$ cat config.mk
export PLATFORM = sky130hd
export DESIGN_NAME = ldst_variant_decoder
export DESIGN_NICKNAME = d
export VERILOG_FILES = /design/src/rtl/ldst_dec_pkg.sv /design/src/rtl/ldst_full_dec.sv /design/src/rtl/ldst_reduced_dec.sv /design/src/rtl/ldst_out_stage.sv /design/src/rtl/ldst_variant_decoder.sv
export SDC_FILE = /design/constraint.sdc
export NUM_CORES = 1
export LEC_CHECK = 0
export ABC_AREA = 0
export BUFFER_PORTS_ARGS = -buffer_cell sky130_fd_sc_hd__buf_2
export CORE_MARGIN = 4
export CORE_UTILIZATION = 41
export CTS_BUF_LIST = sky130_fd_sc_hd__clkbuf_2 sky130_fd_sc_hd__clkbuf_4 sky130_fd_sc_hd__clkbuf_8
export CTS_CLUSTER_SIZE = 20
export DETAILED_ROUTE_END_ITERATION = 16
export GPL_TIMING_DRIVEN = 1
export PLACE_DENSITY_LB_ADDON = 0.25
export SLEW_MARGIN = 20
export SYNTH_ARGS = -nofsm -noshare
export SYNTH_HDL_FRONTEND = slang
export SYNTH_HIERARCHICAL = 1
export SYNTH_SLANG_ARGS = --single-unit
$ cat constraint.sdc
create_clock -name clk -period 1.05 [get_ports clk]
set_input_delay 0.105 -clock clk [delete_from_list [all_inputs] [get_ports clk]]
set_output_delay 0.105 -clock clk [all_outputs]
set_load 0.05 [all_outputs]
$ cat src/rtl/ldst_dec_pkg.sv
`timescale 1ns/1ps
package ldst_dec_pkg;
  localparam int INSN_W = 16;
  localparam int REG_W  = 5;
  localparam int DISP_W = 6;
  localparam int ADDR_W = 8;
  localparam int OP_W   = 3;

  typedef enum logic [OP_W-1:0] {
    OP_ILLEGAL   = 3'd0,
    OP_LD_DIRECT = 3'd1,
    OP_ST_DIRECT = 3'd2,
    OP_LD_DISP   = 3'd3,
    OP_ST_DISP   = 3'd4
  } op_e;

  typedef struct packed {
    op_e               op;
    logic              ptr_y;
    logic [REG_W-1:0]  rd;
    logic [DISP_W-1:0] disp;
    logic [ADDR_W-1:0] addr;
  } dec_t;

  localparam int DEC_W = $bits(dec_t);
endpackage

$ cat src/rtl/ldst_full_dec.sv
`timescale 1ns/1ps
// Full-core interpretation: pointer plus 6-bit displacement.
module ldst_full_dec
  import ldst_dec_pkg::*;
(
  input  logic [INSN_W-1:0] word,
  output dec_t              dec
);
  logic in_region;
  assign in_region = word[15] & ~word[14] & ~word[12];

  always_comb begin
    dec    = '0;
    dec.op = OP_ILLEGAL;
    if (in_region) begin
      dec.op    = word[9] ? OP_ST_DISP : OP_LD_DISP;
      dec.ptr_y = word[3];
      dec.rd    = word[8:4];
      dec.disp  = {word[13], word[11:10], word[2:0]};
    end
  end
endmodule

$ cat src/rtl/ldst_reduced_dec.sv
`timescale 1ns/1ps
// Reduced-core interpretation: one-word direct access to a 128-byte window.
module ldst_reduced_dec
  import ldst_dec_pkg::*;
(
  input  logic [INSN_W-1:0] word,
  output dec_t              dec
);
  logic in_region;
  assign in_region = word[15] & ~word[14] & ~word[12];

  always_comb begin
    dec    = '0;
    dec.op = OP_ILLEGAL;
    if (in_region && word[13]) begin
      dec.op   = word[11] ? OP_ST_DIRECT : OP_LD_DIRECT;
      dec.rd   = {1'b1, word[7:4]};
      dec.addr = {~word[8], word[8], word[10], word[9], word[3:0]};
    end
  end
endmodule

$ cat src/rtl/ldst_out_stage.sv
`timescale 1ns/1ps
// Optional one-entry valid/ready register stage.
module ldst_out_stage #(
  parameter int W       = 8,
  parameter bit REG_OUT = 1'b1
) (
  input  logic         clk,
  input  logic         rst_n,
  input  logic         in_valid,
  output logic         in_ready,
  input  logic [W-1:0] in_data,
  output logic         out_valid,
  input  logic         out_ready,
  output logic [W-1:0] out_data
);
  generate
    if (REG_OUT) begin : g_reg
      logic         v_q;
      logic [W-1:0] d_q;
      assign in_ready  = ~v_q | out_ready;
      assign out_valid = v_q;
      assign out_data  = d_q;
      always_ff @(posedge clk) begin
        if (!rst_n) begin
          v_q <= 1'b0;
          d_q <= '0;
        end else if (in_ready) begin
          v_q <= in_valid;
          if (in_valid) d_q <= in_data;
        end
      end
    end else begin : g_comb
      assign in_ready  = out_ready;
      assign out_valid = in_valid;
      assign out_data  = in_data;
    end
  endgenerate
endmodule

$ cat src/rtl/ldst_variant_decoder.sv
`timescale 1ns/1ps
module ldst_variant_decoder
  import ldst_dec_pkg::*;
#(
  parameter bit REG_OUT = 1'b1
) (
  input  logic              clk,
  input  logic              rst_n,
  input  logic              cfg_reduced,
  input  logic              in_valid,
  output logic              in_ready,
  input  logic [INSN_W-1:0] in_word,
  output logic              out_valid,
  input  logic              out_ready,
  output logic [OP_W-1:0]   out_op,
  output logic              out_ptr_y,
  output logic [REG_W-1:0]  out_reg,
  output logic [DISP_W-1:0] out_disp,
  output logic [ADDR_W-1:0] out_addr
);
  dec_t full_d, red_d, sel_d, res_d;
  logic [DEC_W-1:0] res_bits;

  ldst_full_dec    u_full (.word(in_word), .dec(full_d));
  ldst_reduced_dec u_red  (.word(in_word), .dec(red_d));

  assign sel_d = cfg_reduced ? red_d : full_d;

  ldst_out_stage #(.W(DEC_W), .REG_OUT(REG_OUT)) u_stage (
    .clk      (clk),
    .rst_n    (rst_n),
    .in_valid (in_valid),
    .in_ready (in_ready),
    .in_data  (sel_d),
    .out_valid(out_valid),
    .out_ready(out_ready),
    .out_data (res_bits)
  );

  assign res_d     = dec_t'(res_bits);
  assign out_op    = res_d.op;
  assign out_ptr_y = res_d.ptr_y;
  assign out_reg   = res_d.rd;
  assign out_disp  = res_d.disp;
  assign out_addr  = res_d.addr;
endmodule

### Word-level counts from Yosys, hierarchy flattened

Index checks and enable logic that the tools add are counted.

| operators by class | value |
|---|---|
| mux-type cells | 7 |
| bitwise operators | 7 |
| reduce and logical (&&, ||, !) cells | 2 |

Operators with widths:

| kind | count |
|---|---|
| 23-bit 2-to-1 mux | 1 |
| 15-bit 2-to-1 mux | 1 |
| 8-bit 2-to-1 mux | 1 |
| 3-bit 2-to-1 mux | 2 |
| 5-bit 2-to-1 mux | 1 |
| 1-bit NOT | 4 |
| 1-bit AND | 2 |
| 2-bit 2-to-1 mux | 1 |
| 2-bit AND reduction | 1 |
| 1-bit logical AND | 1 |
| 1-bit OR | 1 |

| word-level totals | value |
|---|---|
| register bits | 24 |
| input port bits | 21 |
| logic and storage cells | 18 |

### Logic depth before layout (Yosys ltp)

Gate-level depths: netlist (run 1).

| logic depth | value |
|---|---|
| depth after elaboration | 6 |
| mapped depth | 6 |
| gate-level depth less buffers | 5 |

### Hierarchy

Netlist (run 1), hierarchy kept.

Modules (own cells, without submodules):

| module | instances | cells an instance | area each (um^2) | sequential area each (um^2) |
|---|---|---|---|---|
| ldst_out_stage | 1 | 105 | 989.7 | 480.5 |
| ldst_variant_decoder | 1 | 25 | 281.5 | 0.0 |
| ldst_full_dec | 1 | 27 | 251.5 | 0.0 |
| ldst_reduced_dec | 1 | 25 | 175.2 | 0.0 |

### Least setup slack after synthesis (run 1)

No wires, ideal clock.

| timing path | value |
|---|---|
| kind | register -> register |
| start | reg u_stage.g_reg.v_q (netlist: u_stage/out_valid) |
| end | reg u_stage.g_reg.d_q[0] (netlist: u_stage/out_data[0]) |
| library setup time | 0.118 ns |
| arrival time | 1.455 ns |
| required time | 0.932 ns |
| path slack | -0.524 ns |
| cell stages (with the launch flop) | 6 |
| clock period less this slack | 1.574 ns |
| cells stage by stage | dfxtp_1 > nand2b_4 > and2_4 > buf_6 > buf_12 > mux2i_1 |

| on the way | value |
|---|---|
| cells in the longest elaborated chain, start to end | 3 |

Ends and longest elaborated chain:

| item | line | RTL |
|---|---|---|
| from (decl) | ldst_out_stage.sv:18 | `logic v_q;` |
| from (signal assigned) | ldst_out_stage.sv:28 | `v_q <= in_valid;` |
| 1-bit NOT | ldst_out_stage.sv:20 | `assign in_ready = ~v_q \| out_ready;` |
| 1-bit OR | ldst_out_stage.sv:20 |  |
| net in_ready | ldst_variant_decoder.sv:11 | `output logic in_ready,` |
| 2-bit AND reduction (no line) | - |  |
| to (signal assigned) | ldst_out_stage.sv:29 | `if (in_valid) d_q <= in_data;` |
| to (decl) | ldst_out_stage.sv:19 | `logic [W-1:0] d_q;` |

The timed path passes the listed nets, and every way through them passes these cells.
A chain may end at the register's enable or synchronous reset.

### Worst setup path after layout (run 1)

| timing path | value |
|---|---|
| start | reg u_stage.g_reg.v_q (netlist: u_stage/out_valid) |
| end | reg u_stage.g_reg.d_q[14] (netlist: u_stage/out_data[14]) |

| on the way | value |
|---|---|
| cells in the longest elaborated chain, start to end | 3 |

Ends and longest elaborated chain:

| item | line |
|---|---|
| 1-bit NOT | ldst_out_stage.sv:20 |
| 1-bit OR | ldst_out_stage.sv:20 |
| 2-bit AND reduction (no line) | - |

Every way passes these cells.

==> results.md, run 1 <==
- The library cell used most frequently in the layout, excluding fill and tap cells, is nand2_1.
- The area taken by flip-flops and latches is approximately 480 sq um.
- The number of clock buffers inserted by TritonCTS is 3.
- Relative to the synthesized area, the layout overhead comes to 14.52%.
- Buffers inserted to repair hold after CTS numbered 0.
- The post-route total power is between 2000 and 2500 uW.
- Setup slack closes at a little under 50 ps.
- The row count is 23.
- The final routed DRC violation total is 0.
- Synthesis inferred 24 register bits.
- The maximum fanout along the worst path is 12.
- In this run the deepest clock path goes through 2 buffers.
- The number of clock sinks is 24.
- In this run the remaining antenna-violating nets after routing total 0.
- At the end of the flow the core is filled with cells to 0.4861.
- Dividing the detail-routed wire length by the instance count gives ~12 microns.
- Dividing the final minimum period by the clock period gives 0.9541.
- The final routed wirelength across all metal layers is between 3000 and 4000 microns.
- The floorplan die width is 72.35 microns.
- In this run the number of H-tree levels came out at 1.
- The number of global-route vias before repair is ~1,300.
- The maximum clock frequency is about 1000 MHz.
- The iteration-0 DRC count of the detailed router is 70.
- The mean cell area of the mapped netlist is roughly 9.3 sq um.
- 46 I/O pins were placed.
- The smallest clock period supported by the final layout is computed as approximately 1000 ps.
- The initial antenna violation count is 0.
- At the end of the flow, the number of nets in the layout was between 200 and 250.
- The via density per instance is about 4.6.
- The total power per unit cell area is 1093 nW/um^2.
- The netlist area before placement is ~1700 sq um.
- The initial core utilization is 0.4245.
- Summed over all failing endpoints, the final setup total negative slack is 0 ps.
- The critical path endpoint category is a flop.
- The first-pass iteration count of the detailed router is 4.
- The Yosys step of the flow raised 6 warnings.
- The worst setup path is of the reg2reg kind.
- STA puts the critical path data arrival time at between 1000 and 1500 ps.
- The data required time of the worst path is roughly 1300 ps.
- After floorplanning, the core was sized to cover about 4000 sq um.
- VDD sags by at most just over 0.8 mV.
- The sort of element at the start of the critical path is a flop.
- The number of setup violations in the final report is 0.
- Entering global routing, the biggest net connects 48 pins.
- The analysis attributes to cell leakage a power of just over 0.0009 uW.
- Final hold analysis gives a worst-case slack of a little under 70 ps.
- Across the routed clock network, the largest skew measured is just over 2 ps.
- The final number of max-transition violations came to 0.
- After clock tree synthesis, the clock-pin slew on the worst setup and hold paths is approximately 90 ps.
- The multi-input combinational cells in the finished layout cover a total of about 1000 sq um.
- In the final layout, the share of cells above drive strength 1 is 0.3937.
- The worst setup slack after placement is -175.9 ps.
- The vertical die dimension is 72.35 microns.
- The all-layer global routing usage is 0.1383.
- The tree is rooted in a clkbuf_8.
- The overall overflow remaining after global route is 0.
- The portion of the post-synthesis area used by sequential elements is 0.2830.
- The routed via count is 1,248.
- The floorplan step defined a die boundary enclosing roughly 5200 sq um.
- Yosys mapped the design onto 19 distinct sky130hd cell types.
- In the layout the commonest cells are nand2_1, buf_2, mux2_2, mux2i_1, dfxtp_1.
- The CTS tree is done.
- The final estimated routing congestion in global placement is 0.7210.
- Setup repair after global routing could not meet its margin everywhere.
- The max-capacitance violation count is 0.
- The clock network latency to the later pin of the worst-skew pair is 270 ps.
- The final hold violation count came to 0.
- The worst hold path belongs to the class in2reg.
- The run finished with clean final reports.
- The filler cell count in the final layout is between 400 and 500.
- The repair_antennas step left the layout with diodes totalling 0.
- After technology mapping, the gate count stands at roughly 180.
- The count of input and output buffers is 45.
- The half-perimeter wire length after placement is between 2000 and 2500 microns.
- The wire length of the first global-routing pass is between 5000 and 6000 microns.
## final timing paths
kind              cells past startpoint              endpoint           startpoint  slack, ps
setup / recovery                      4  u_stage/out_data[14]    u_stage/out_valid         50
hold / removal                        3     u_stage/out_valid             in_valid         70
setup reg to reg                      4  u_stage/out_data[14]    u_stage/out_valid         50
hold reg to reg                       2   u_stage/out_data[3]  u_stage/out_data[3]        460
## power breakdown
group / switching (uW) / total, uW / internal [uW]
sequential: 16.5 / 961 / 944
combinational: 304 / 520 / 216
clock: 310 / 645 / 335
## per-stage QoR
| step | instances | area [sq um] |
|---|---|---|
| final | 271 | 1944 |
| after global routing | 271 | 1944 |
| after CTS | 271 | 1941 |
| after detailed placement | 267 | 1883 |
| after global placement | 267 | 1883 |
| after floorplan | 196 | 1754 |
## Yosys cell counts, drive strengths merged
cell type | count | area [sq um]
a21boi | 1 | 7.510
dfxtp | 24 | 480.5
nor4bb | 10 | 100.1
conb | 2 | 7.510
nand2 | 46 | 172.7
mux2i | 23 | 230.2
nand2b | 1 | 13.76
buf | 28 | 250.2
inv | 1 | 3.750
and2 | 13 | 83.83
and4bb | 4 | 50.05
nor4b | 1 | 15.01
nor2b | 2 | 12.51
clkbuf | 3 | 11.26
mux2 | 23 | 259.0
## cell type report
type                            instances  area share
Timing Repair Buffer                   52      0.1699
Sequential cell                        24      0.2490
Clock buffer                            4     0.02831
Tap cell                               50     0.03218
Multi-Input combinational cell        140      0.5187
Inverter                                1    0.001931
## worst max-delay path, stage by stage (launching register included)
cell	delay [ps]
dfxtp_4	360
nand2b_4	70
and2_4	170
buf_12	150
mux2i_1	190
## registers in the layout, summed over array words and instances, names as in the netlist
name,flops
u_stage/out_valid,1
u_stage/out_data,23
## metal layers
metal | track usage | wire length [microns] | vias to the layer above | share of wire
met4 | 0.04384 | 29 | 0 | 0.0088
met1 | 0.1785 | 1505 | 567 | 0.46
met5 | 0 | 0 | - | 0
met2 | 0.2265 | 1595 | 25 | 0.49
met3 | 0.03324 | 146 | 2 | 0.045
li1 | - | - | 654 | -
## cell families (layout without fill, tap and decap cells)
logic type             count (synthesis)  after routing  share of synthesized area
buffers and inverters                 32             57                     0.1562
AO/OA/AOI/OAI                          1              1                   0.004423
flip-flops                            24             24                     0.2830
AND/OR/NAND/NOR                       77             77                     0.2638
multiplexers                          46             46                     0.2881
other                                  2             16                   0.004423
## repair_timing
item                                    4_1_cts  5_1_grt
endpoints found under the setup margin        1       13
pin swaps                                     0        0
gates resized for setup                       1        1
setup buffers                                 0        0
No activity file was read; power rests on OpenSTA's default activity.
==> run 2: changes to the inputs <==
Settings changed: CAP_MARGIN from default to 10, SETUP_SLACK_MARGIN from default to 0.05.
==> results.md, run 2 (synthesized netlist as in run 1, its figures left out) <==
- The data arrival at the endpoint of the critical path was 1200 ps (about the same).
- The count of input and output buffers is 45 (unchanged).
- The vertical die dimension is 72.35 microns (unchanged).
- The count of hold buffers inserted by post-cts repair is 0 (unchanged).
- Highest-count cells in the layout ignoring fill and taps: nand2_1, mux2_2, mux2i_1, dfxtp_1, buf_2 (was nand2_1, buf_2, mux2_2, mux2i_1, dfxtp_1).
- Run status: finished clean (unchanged).
- The worst supply voltage drop on vdd came to 0.8187 mV (was 0.8306 mV).
- The floorplan die width is 72.35 microns (unchanged).
- The placeable core area is 4000 sq um (unchanged).
- The final estimated routing congestion in global placement is 0.7210 (unchanged).
- The area growth from synthesis to layout is 17.76% (was 14.52%).
- The type of the setup path with the least slack is reg2reg (unchanged).
- The static leakage is 0.0009172 uW (was 0.0009268 uW).
- The count of nets left with antenna violations after detail routing was 0 (unchanged).
- The final critical delay including setup and external delays is 1000 ps (was 1002 ps).
- The row count is 23 (unchanged).
- The pin count of the biggest net entering global routing came to 48 (unchanged).
- The final number of max-transition violations is 0 (unchanged).
- The sort of element at the start of the critical path is a flop (unchanged).
- The clock tree root driver cell was clkbuf_8 (unchanged).
- The final period utilization came to 0.9526 (was 0.9541).
- The number of buffers and inverters on the critical path came to 1 (unchanged).
- The area after detailed placement was 1883 sq um (unchanged).
- The number of clock buffers inserted by TritonCTS is 3 (unchanged).
- The minimum setup slack in the final design is 49.78 ps (was 48.20 ps).
- The number of diodes is 0 (unchanged).
- The via density per instance came to 4.594 (was 4.605).
- The reported net switching power is 627.6 uW (was 629.9 uW).
- The final routed DRC violation total is 0 (unchanged).
- The maximum fanout along the worst path was 12 (unchanged).
- The number of clock sinks is 24 (unchanged).
- The data required time of the worst path came to 1250 ps (about the same).
- The switching power share of the total is 0.2936 (was 0.2964).
- The CTS tree is done (unchanged).
- The maximum clock frequency is 999.8 MHz (was 998.2 MHz).
- The overall overflow remaining after global route is 0 (unchanged).
- The area of the die is 5235 sq um (unchanged).
- The total negative slack for setup checks is 0 ps (unchanged).
- The cell type group with the largest total delay on the critical path is flip-flops (unchanged).
- The routed wirelength normalized by instance count is 12.07 microns (was 12.09 microns).
- The number of buffers between clock root and the deepest sink came to 2 (unchanged).
- Setup repair after global routing missed its margin: yes (unchanged).
- The initial core utilization came to 0.4245 (unchanged).
- The combinational cell fraction of total power is 0.250 (was 0.245).
- The half-perimeter wire length after placement was 2347 microns (unchanged).
- Sequence of cells on the critical path: nand2b_4 > and2_4 > buf_12 > mux2i_1 (unchanged).
- The number of setup violations in the final report is 0 (unchanged).
- The worst setup slack after placement is -175.9 ps (unchanged).
- The critical path endpoint category is a flop (unchanged).
- The final core area utilization is 0.4998 (was 0.4861).
- The number of flip-flops in the largest register was 23 (unchanged).
- The classification of the worst-slack hold path is in2reg (unchanged).
- The final standard cell area without fillers is 1999 sq um (was 1944 sq um).
- The number of global-route vias before repair came to 1,257 (was 1,256).
- The internal power is 1510 uW (was 1495 uW).
- The final-stage net count is 243 (unchanged).
- The number of H-tree branching levels is 1 (unchanged).
- The final routed wirelength across all metal layers came to 3270 microns (was 3277 microns).
- The total power per unit cell area is 1069 nW/um^2 (was 1093 nW/um^2).
- The clock network latency to the later pin of the worst-skew pair is 270 ps (about the same).
- The maximum single-stage delay on the critical path is 360 ps (about the same).
- The commonest non-fill, non-tap cell in the layout was nand2_1 (unchanged).
- The share of total power in the clock network is 0.300 (was 0.303).
- The worst-case clock skew is 1.549 ps (was 2.051 ps).
- The iteration-0 DRC count of the detailed router is 73 (was 70).
- The max-capacitance violation count was 0 (unchanged).
- The initial antenna violation count came to 0 (unchanged).
- The wire length of the first global-routing pass came to 5761 microns (unchanged).
- The master of the slowest instance on the critical path is dfxtp_4 (unchanged).
- The final hold violation count is 0 (unchanged).
- The first-pass iteration count of the detailed router is 4 (unchanged).
- The post-CTS clock slew at the launch and capture registers of the worst setup and hold paths is 90 ps (about the same).
- The share of layout cells above drive strength 1 is 0.3937 (unchanged).
- The sequential share of power was 0.450 (was 0.452).
- The all-layer global routing usage is 0.1383 (unchanged).
- The routed via count came to 1,245 (was 1,248).
- The number of ports placed on the die boundary came to 46 (unchanged).
==> run 2: cell types whose count changed in the layout (fill, tap and decap cells not counted), sizes merged <==
cell / before / now
clkbuf: 4 / 21
buf: 52 / 35
==> run 2: final cells by class <==
cell class              count  area, sq um
fillers                   406         2001
multi-input cells         140         1008
flip-flops and latches     24        484.2
repair buffers             52        385.4
well taps                  50        62.56
clock buffers               4        55.05
inverters                   1        3.754
==> run 2: timing repair <==
| action | in CTS | in global routing |
|---|---|---|
| buffers inserted | 0 | 0 |
| endpoints found under the hold margin | 0 | 0 |
| endpoints found under the setup margin | 8 | 44 |
| pin swaps | 0 | 0 |
| gates resized for setup | 4 | 22 |
==> run 2: power by group through the flow <==
stage / logic, uW / registers (uW) / clock network (uW)
floorplan: 320 / 1110 / 0
global placement: 520 / 982 / 0
detailed placement: 521 / 983 / 0
CTS: 526 / 962 / 679
global route: 579 / 967 / 736
finish: 534 / 962 / 642
==> run 2: worst min-delay path, delay by kind of cell <==
kind / cells / cell delay [ps]
AO/OA/AOI/OAI: 1 / 60
buffers and inverters: 2 / 140
==> run 2: per-layer routing <==
metal  vias to the layer above  GRT usage  routed length [microns]
met2                        23     0.2265                     1586
met1                       567     0.1785                     1509
met5                         -          0                        0
met4                         0    0.04384                       29
met3                         2    0.03324                      143
li1                        653          -                        -
==> run 2: path summary, 6_finish.rpt <==
path / cells after the start / end / slack (ps) / startpoint
setup / recovery: 4 / u_stage/out_data[14] / 50 / u_stage/out_valid
hold reg to reg: 2 / u_stage/out_data[3] / 460 / u_stage/out_data[3]
hold / removal: 3 / u_stage/out_valid / 70 / in_valid
setup reg to reg: 4 / u_stage/out_data[14] / 50 / u_stage/out_valid
==> run 2: stage by stage <==
| stage | hold WS, ps | std cells | total power, uW |
|---|---|---|---|
| floorplan | 232.8 | 196 | 1425 |
| global placement | 360.0 | 267 | 1503 |
| detailed placement | 370.6 | 267 | 1504 |
| CTS | 57.97 | 271 | 2167 |
| global route | 58.01 | 271 | 2282 |
| finish | 71.17 | 271 | 2138 |
==> run 3: changes to the inputs <==
Settings changed: RECOVER_POWER from default to 100.
==> results.md, run 3 (synthesized netlist as in run 1, its figures left out) <==
- The clock network latency to the later pin of the worst-skew pair was 270 ps (about the same).
- Run status: finished clean (unchanged).
- The routed via count is 1,246 (was 1,245).
- The row count was 23 (unchanged).
- The reg-to-reg startpoint was u_stage/out_valid (unchanged).
- The wire length on met2 is 1579 microns (was 1586 microns).
- The cell count of the worst reg-to-reg path is 4 (unchanged).
- The data required time of the worst path is 1250 ps (about the same).
- The initial core utilization is 0.4245 (unchanged).
- The floorplan die width was 72.35 microns (unchanged).
- The final-stage net count was 243 (unchanged).
- The area of the die is 5235 sq um (unchanged).
- The max-capacitance violation count came to 0 (unchanged).
- The total placed cells including tap cells is 267 (unchanged).
- The via density per instance came to 4.598 (was 4.594).
- The initial antenna violation count is 0 (unchanged).
- The half-perimeter wire length after placement is 2347 microns (unchanged).
- The hold path depth is 3 (unchanged).
- The number of buffers between clock root and the deepest sink is 2 (unchanged).
- The number of clock buffers inserted by TritonCTS came to 3 (unchanged).
- The final estimated routing congestion in global placement is 0.7210 (unchanged).
- The final core area utilization is 0.4892 (was 0.4998).
- The commonest non-fill, non-tap cell in the layout is nand2_1 (unchanged).
- The highest signal layer in the routed design is met4 (unchanged).
- The met1 wire length came to 1518 microns (was 1509 microns).
- The classification of the worst-slack hold path is in2reg (unchanged).
- The total power per unit cell area was 1086 nW/um^2 (was 1069 nW/um^2).
- The data arrival at the endpoint of the critical path is 1200 ps (about the same).
- The number of clock sinks came to 24 (unchanged).
- The vertical die dimension is 72.35 microns (unchanged).
- The maximum fanout along the worst path came to 12 (unchanged).
- The number of diodes is 0 (unchanged).
- The worst supply voltage drop on vdd is 0.8176 mV (was 0.8187 mV).
- The critical path endpoint category is a flop (unchanged).
- The count of nets left with antenna violations after detail routing is 0 (unchanged).
- Highest-count cells in the layout ignoring fill and taps: nand2_1, buf_2, mux2_2, mux2i_1, dfxtp_1 (was nand2_1, mux2_2, mux2i_1, dfxtp_1, buf_2).
- The launch point of the worst hold path is in_valid (unchanged).
- The final critical delay including setup and external delays is 1001 ps (was 1000 ps).
- The area after detailed placement is 1883 sq um (unchanged).
- The count of input and output buffers came to 45 (unchanged).
- The start point of the critical path is u_stage/out_valid (unchanged).
- The type of the setup path with the least slack is reg2reg (unchanged).
- The number of H-tree branching levels is 1 (unchanged).
- The final number of max-transition violations is 0 (unchanged).
- The CTS tree is done (unchanged).
- The area growth from synthesis to layout came to 15.25% (was 17.76%).
- The sort of element at the start of the critical path is a flop (unchanged).
- The static leakage is 0.0009208 uW (was 0.0009172 uW).
- The pin count of the biggest net entering global routing came to 48 (unchanged).
- The placeable core area is 4000 sq um (unchanged).
- The worst-case clock skew was 1.858 ps (was 1.549 ps).
- The share of layout cells above drive strength 1 is 0.3937 (unchanged).
- Setup repair after global routing missed its margin: yes (unchanged).
- The post-CTS clock slew at the launch and capture registers of the worst setup and hold paths is 90 ps (about the same).
- The filler-free cell count of the finished design is 271 (unchanged).
- The all-layer global routing usage is 0.1383 (unchanged).
- The final routed wirelength across all metal layers is 3275 microns (was 3270 microns).
- The clock tree root driver cell is clkbuf_8 (unchanged).
- The met3 layer wire length in the routed design is 147 microns (was 143 microns).
- The final standard cell area without fillers is 1957 sq um (was 1999 sq um).
- The filler cell count in the final layout is 414 (was 406).
- The number of ports placed on the die boundary came to 46 (unchanged).
- The final routed DRC violation total is 0 (unchanged).
- The iteration-0 DRC count of the detailed router was 81 (was 73).
- The number of global-route vias before repair was 1,257 (unchanged).
- The number of setup violations in the final report is 0 (unchanged).
- The final hold violation count was 0 (unchanged).
- The wire length of the first global-routing pass is 5761 microns (unchanged).
- The total negative slack for setup checks is 0 ps (unchanged).
- The first-pass iteration count of the detailed router is 4 (unchanged).
- The routed wirelength normalized by instance count is 12.08 microns (was 12.07 microns).
- The overall overflow remaining after global route is 0 (unchanged).
- The count of hold buffers inserted by post-cts repair was 0 (unchanged).
- The maximum clock frequency was 998.7 MHz (was 999.8 MHz).
- The final period utilization is 0.9537 (was 0.9526).
- The number of flip-flops in the largest register is 23 (unchanged).
run 3: cell count changes in the layout (fill, tap and decap cells not counted):
cell      change
buf_4         -5
clkbuf_2      +4
clkbuf_4     -12
buf_2        +13
run 3: layout make-up:
| type | instances | area, sq um | area share |
|---|---|---|---|
| Inverter | 1 | 3.754 | 0.001918 |
| Multi-Input combinational cell | 140 | 1008 | 0.5153 |
| Clock buffer | 4 | 55.05 | 0.02813 |
| Timing Repair Buffer | 52 | 342.8 | 0.1752 |
| Tap cell | 50 | 62.56 | 0.03197 |
| Sequential cell | 24 | 484.2 | 0.2474 |
run 3: repair_timing:
item	CTS	global route
endpoints found under the setup margin	8	44
gates resized for setup	4	22
setup buffers	0	0
gates cloned	0	0
run 3: critical path: stages (launching register included):
cell and delay, ps:
dfxtp_4 360, nand2b_4 70, and2_4 170, buf_12 150, mux2i_1 190
run 3: power by group:
group          leakage [uW]  internal (uW)  switching, uW
clock network     0.0000288            335            307
logic              0.000696            219            304
registers          0.000196            944           16.9
run 3: worst paths after layout:
check                                            end  slack, ps
worst min-delay path               u_stage/out_valid         70
worst min register to register   u_stage/out_data[3]        460
worst max register to register  u_stage/out_data[14]         50
worst max-delay path            u_stage/out_data[14]         50
run 3: metal layers:
| layer | track usage | up-vias |
|---|---|---|
| li1 | - | 654 |
| met3 | 0.03324 | 2 |
| met1 | 0.1785 | 567 |
| met5 | 0 | - |
| met2 | 0.2265 | 23 |
| met4 | 0.04384 | 0 |
run 3: through the flow:
step / setup slack, ps / power, uW / hold slack [ps]
CTS: 26.36 / 2167 / 57.97
finish: 48.67 / 2126 / 70.19
floorplan: -191.7 / 1425 / 232.8
global route: -40.86 / 2269 / 58.01
detailed placement: -175.9 / 1504 / 370.6
global placement: -178.4 / 1503 / 360.0
